**config.mk**
```make
export PLATFORM = sky130hd
export DESIGN_NAME = evmon_aggregator
export DESIGN_NICKNAME = d
export VERILOG_FILES = /design/src/rtl/evmon_pkg.sv /design/src/rtl/evmon_detect.sv /design/src/rtl/evmon_ctrl.sv /design/src/rtl/evmon_datapath.sv /design/src/rtl/evmon_aggregator.sv
export SDC_FILE = /design/constraint.sdc
export NUM_CORES = 1
export LEC_CHECK = 0
export BUFFER_PORTS_ARGS = -buffer_cell sky130_fd_sc_hd__buf_2
export CAP_MARGIN = 20
export CORE_MARGIN = 3
export CORE_UTILIZATION = 49
export DETAILED_ROUTE_END_ITERATION = 7
export HOLD_SLACK_MARGIN = 0.05
export PLACE_DENSITY = 0.8
export SLEW_MARGIN = 40
export SYNTH_ARGS = -nofsm -noshare
export SYNTH_HDL_FRONTEND = slang
export SYNTH_SLANG_ARGS = --single-unit
```
**constraint.sdc**
```tcl
create_clock -name clk -period 1.3 [get_ports clk]
set_clock_uncertainty 0.05 [all_clocks]
set_input_delay 0.13 -clock clk [delete_from_list [all_inputs] [get_ports clk]]
set_output_delay 0.13 -clock clk [all_outputs]
set_load 0.02 [all_outputs]
```
**src/rtl/evmon_pkg.sv**
```systemverilog
package evmon_pkg;

  typedef enum logic [1:0] {
    TRIG_LEVEL = 2'd0,
    TRIG_RISE  = 2'd1,
    TRIG_FALL  = 2'd2
  } trigMode_e;

  localparam int EN_ADDR   = 0;
  localparam int PEND_ADDR = 1;

  typedef enum logic [1:0] {
    RD_ZERO = 2'd0,
    RD_EN   = 2'd1,
    RD_PEND = 2'd2
  } rdSel_e;

  // strobes from register decode to datapath
  typedef struct packed {
    logic   enWr;
    logic   pendWr;
    logic   rdEn;
    rdSel_e rdSel;
  } regCtl_t;

endpackage

```
**src/rtl/evmon_detect.sv**
```systemverilog
module evmon_detect
  import evmon_pkg::*;
#(
  parameter int                     NUM_SRC   = 4,
  parameter logic [2*NUM_SRC-1:0]   SRC_MODES = '0
) (
  input  logic               clk,
  input  logic               rstN,
  input  logic [NUM_SRC-1:0] srcIn,
  output logic [NUM_SRC-1:0] trigVec
);

  logic [NUM_SRC-1:0] inReg;
  logic [NUM_SRC-1:0] prevReg;

  always_ff @(posedge clk or negedge rstN) begin
    if (!rstN) begin
      inReg   <= '0;
      prevReg <= '0;
    end else begin
      inReg   <= srcIn;
      prevReg <= inReg;
    end
  end

  // elaboration-time check of each line's mode code
  for (genvar i = 0; i < NUM_SRC; i++) begin : g_modeChk
    if (SRC_MODES[2*i +: 2] == 2'd3) begin : g_bad
      $error("evmon_detect: line %0d has an illegal trigger mode code", i);
    end
  end

  always_comb begin
    for (int i = 0; i < NUM_SRC; i++) begin
      case (SRC_MODES[2*i +: 2])
        TRIG_LEVEL: trigVec[i] = inReg[i];
        TRIG_RISE:  trigVec[i] = inReg[i] & ~prevReg[i];
        TRIG_FALL:  trigVec[i] = ~inReg[i] & prevReg[i];
        default:    trigVec[i] = 1'b0;
      endcase
    end
  end

endmodule

```
**src/rtl/evmon_ctrl.sv**
```systemverilog
module evmon_ctrl
  import evmon_pkg::*;
#(
  parameter int ADDR_W = 2
) (
  input  logic [ADDR_W-1:0] regAddr,
  input  logic              rdStb,
  input  logic              wrStb,
  output regCtl_t           ctl
);

  logic hitEn;
  logic hitPend;

  assign hitEn   = (regAddr == ADDR_W'(EN_ADDR));
  assign hitPend = (regAddr == ADDR_W'(PEND_ADDR));

  always_comb begin
    ctl.enWr   = wrStb & hitEn;
    ctl.pendWr = wrStb & hitPend;
    ctl.rdEn   = rdStb;
    if (hitEn)        ctl.rdSel = RD_EN;
    else if (hitPend) ctl.rdSel = RD_PEND;
    else              ctl.rdSel = RD_ZERO;
  end

endmodule

```
**src/rtl/evmon_datapath.sv**
```systemverilog
module evmon_datapath
  import evmon_pkg::*;
#(
  parameter int NUM_SRC = 4,
  parameter int DATA_W  = 8
) (
  input  logic               clk,
  input  logic               rstN,
  input  regCtl_t            ctl,
  input  logic [NUM_SRC-1:0] wrLo,
  input  logic [NUM_SRC-1:0] trigVec,
  output logic [NUM_SRC-1:0] enVec,
  output logic [NUM_SRC-1:0] pendVec,
  output logic [DATA_W-1:0]  rdData,
  output logic               evOut
);

  logic [NUM_SRC-1:0] clrMask;
  logic [DATA_W-1:0]  rdNext;

  assign clrMask = ctl.pendWr ? wrLo : '0;

  always_ff @(posedge clk or negedge rstN) begin
    if (!rstN) begin
      enVec <= '0;
    end else if (ctl.enWr) begin
      enVec <= wrLo;
    end
  end

  // a firing detector overrides a clear in the same cycle
  always_ff @(posedge clk or negedge rstN) begin
    if (!rstN) begin
      pendVec <= '0;
    end else begin
      pendVec <= (pendVec & ~clrMask) | trigVec;
    end
  end

  always_comb begin
    rdNext = '0;
    case (ctl.rdSel)
      RD_EN:   rdNext[NUM_SRC-1:0] = enVec;
      RD_PEND: rdNext[NUM_SRC-1:0] = pendVec;
      default: rdNext = '0;
    endcase
  end

  always_ff @(posedge clk or negedge rstN) begin
    if (!rstN) begin
      rdData <= '0;
    end else if (ctl.rdEn) begin
      rdData <= rdNext;
    end
  end

  assign evOut = |(pendVec & enVec);

endmodule

```
**src/rtl/evmon_aggregator.sv**
```systemverilog
module evmon_aggregator
  import evmon_pkg::*;
#(
  parameter int                   NUM_SRC   = 4,
  parameter int                   DATA_W    = 8,
  parameter int                   ADDR_W    = 2,
  parameter logic [2*NUM_SRC-1:0] SRC_MODES = 8'h24
) (
  input  logic               clk,
  input  logic               rstN,
  input  logic [NUM_SRC-1:0] srcIn,
  input  logic [ADDR_W-1:0]  regAddr,
  input  logic               rdStb,
  input  logic               wrStb,
  input  logic [DATA_W-1:0]  wrData,
  output logic [DATA_W-1:0]  rdData,
  output logic               evOut
);

  if (NUM_SRC > DATA_W) begin : g_widthBad
    $error("evmon_aggregator: NUM_SRC must not exceed DATA_W");
  end

  regCtl_t            ctl;
  logic [NUM_SRC-1:0] trigVec;
  logic [NUM_SRC-1:0] enVec;
  logic [NUM_SRC-1:0] pendVec;
  logic               unusedWrHi;

  assign unusedWrHi = ^wrData;

  evmon_detect #(
    .NUM_SRC  (NUM_SRC),
    .SRC_MODES(SRC_MODES)
  ) uDetect (
    .clk    (clk),
    .rstN   (rstN),
    .srcIn  (srcIn),
    .trigVec(trigVec)
  );

  evmon_ctrl #(
    .ADDR_W(ADDR_W)
  ) uCtrl (
    .regAddr(regAddr),
    .rdStb  (rdStb),
    .wrStb  (wrStb),
    .ctl    (ctl)
  );

  evmon_datapath #(
    .NUM_SRC(NUM_SRC),
    .DATA_W (DATA_W)
  ) uData (
    .clk    (clk),
    .rstN   (rstN),
    .ctl    (ctl),
    .wrLo   (wrData[NUM_SRC-1:0]),
    .trigVec(trigVec),
    .enVec  (enVec),
    .pendVec(pendVec),
    .rdData (rdData),
    .evOut  (evOut)
  );

endmodule

```
==> out/metrics.csv <==
metric,value,unit
outcome,finished clean,
final_common_cell,dfrtp_1,
ir_drop,908,µV
cts_buffer_depth,2,
ff2ff_path_depth,3,
insertion_delay,0.28,ns
intPower,0.845,mW
hold_class,in2reg,
cap_violations,0,
avgSynthCellArea,13.4,µm²
p_switching,0.295,mW
rows,13,
crit_arrival,1.08,ns
path_clk_slew,0.09,ns
worstSetupPathType,reg2out,
synth_top_cell_area_share,60.9,%
vias,511,
nNetsFinal,106,
multi_input_area,246,µm²
worstPathMaxFanout,3,
drive_above_1_share,36.0,%
crit_buf_inv,1,
combPwrFrac,20.4,%
r2r_start,uData.pendVec[2],
ys_ff_latch,18,
syn-cell-area,739,µm²
regArea,450,µm²
synth_compound_area_share,9.81,%
place_congestion,0.730,
root_buffer,clkbuf_4,
grt_pass1_wl,2.30,mm
post-place-ws,0.179,ns
holdPathStages,2,
path_cells,"a22oi_2, nand2_1, buf_6",
dieHeight,44.8,µm
start_kind,register,
clockPowerShare,22.3,%
synth_cell_types,15,
synth_top_family_by_area,multiplexers,
area_growth,31.1,%
synth_cells,55,
fin_crit_sh,96.9,%
ios,27,
r2r_setup_slack,0.37,ns
p_seq_share,57.3,%
ant_nets,0,
grt_pass1_vias,558,
coreArea,1350,µm²
dr.pass1.iters,3,
final_util,71.8,%
setup_ws,0.0399,ns
crit_family,flip-flops,
synth_xor_area_share,0,%
dp_hpwl,887,µm
fmax,794,MHz
sw_frac_of_total,25.9,%
r2r_end,uData.rdData[2],
cts.sinks,18,
powerDensity,1180,nW/µm²
yosys.area_share.simple,8.63,%
antenna_found_initial,0,
grt_max_degree,19,
fp.dieW,44.8,µm
final_cell_mix,"18 x dfrtp_1, 17 x buf_2, 9 x dlygate4sd3_1",
synthMuxAreaShare,11.5,%
yosysTopAreaCell,dfrtp_1,
gr-total-overflow,0,
drtIter0Drc,7,
leakage,0.465,nW
io_buffers,18,
slowest_delay,0.41,ns
slew_violations,0,
yosysWarnings,0,
wl_per_cell,13.3,µm
setup.worst_path.end_class,output pin,
crit_path_top_delay_cell,dfrtp_1,
grtUsageTotal,16.2,%
synth_top_cells_by_area,"dfrtp_1 61%, mux2_2 6.1%, mux2i_1 5.4%",
drc,0,
hold_path_startpoint,wrData[1],
synthAdderAreaFrac,0,%
n_fill_cell,101,
crit_required,1.12,ns
worstHoldEndpoint,uData.enVec[1],
final-hold-violation-count,0,
h-tree-depth,1,
seq_area_frac_synth,60.9,%
fin_crit,1.26,ns
dieArea,2010,µm²
diodes,0,
viasPerCell,5.06,
setup_violations,0,
numCtsBuffers,3,
initial_core_util,54.8,%
drt-total-wl,1.34,mm
rsz0062_at_grt,true,
cts_tree,yes,
-- timing repair --
| item | CTS | global route |
|---|---|---|
| resized for setup | 2 | 2 |
| pin swaps | 2 | 0 |
| hold endpoints to repair | 29 | 0 |
| setup endpoints to repair | 1 | 1 |
| setup buffers | 2 | 0 |
| hold buffers | 9 | 0 |
-- worst max path at each step --
stage | startpoint | end | slack [ns] | cells past startpoint
6_report | uData.enVec[3] | evOut | 0.04 | 3
5_1_grt | uData.enVec[3] | evOut | -0.05 | 3
4_1_cts | uData.pendVec[1] | evOut | 0.007 | 3
3_5_place_dp | regAddr[1] | uData.enVec[1] | 0.18 | 3
3_3_place_gp | regAddr[1] | uData.enVec[3] | 0.20 | 3
2_1_floorplan | regAddr[0] | uData.enVec[0] | 0.30 | 3
-- logic make-up after synthesis --
kind of cell / count (synthesis)
flip-flops: 18
buffers and inverters: 11
AO/OA/AOI/OAI: 10
multiplexers: 8
AND/OR/NAND/NOR: 7
other: 1
-- cell usage after synthesis --
| master | n |
|---|---|
| dfrtp_1 | 18 |
| inv_1 | 6 |
| buf_4 | 4 |
| mux2_2 | 4 |
| mux2i_1 | 4 |
| nand4b_1 | 4 |
| o22ai_1 | 4 |
| a21o_1 | 2 |
| a22o_1 | 2 |
| a22oi_1 | 2 |
| buf_6 | 1 |
| conb_1 | 1 |
| nand2_1 | 1 |
| nand2b_1 | 1 |
| nor3b_4 | 1 |
-- layer usage --
metal	vias to the layer above	GRT usage [%]	wire [µm]
met1	236	20.3	613
li1	252	-	-
met4	0	5.26	10
met5	-	0	0
met2	21	27.5	637
met3	2	3.59	82
-- state kept, by name (all words and copies together) (netlist names) --
name / cells
uData.enVec: 4
uData.pendVec: 4
uData.rdData: 4
uDetect.inReg: 4
uDetect.prevReg: 2
-- cell type report --
type                    count  area share (%)
inverters                   6            2.32
well taps                  15            1.94
flip-flops and latches     18            46.5
multi-input cells          29            25.4
clock buffers               3            2.32
repair buffers             30            21.5
-- through the flow --
stage	instances	hold slack [ns]	area (µm²)	power (mW)	setup TNS [ns]
finish	101	0.0592	970	1.14	0
global route	101	0.0565	970	1.21	-0.0491
CTS	101	0.0539	960	1.15	0
detailed placement	87	0.0239	826	0.852	0
global placement	87	0.0224	826	0.846	0
floorplan	58	-0.216	751	0.786	0
-- power groups by stage --
| stage | clock (mW) | combinational, mW | sequential (mW) |
|---|---|---|---|
| 2_1_floorplan | 0 | 0.112 | 0.674 |
| 3_3_place_gp | 0 | 0.187 | 0.659 |
| 3_5_place_dp | 0 | 0.190 | 0.662 |
| 4_1_cts | 0.271 | 0.229 | 0.649 |
| 5_1_grt | 0.292 | 0.258 | 0.661 |
| 6_report | 0.254 | 0.233 | 0.653 |
Note: power is estimated with default switching activity, not from simulation.
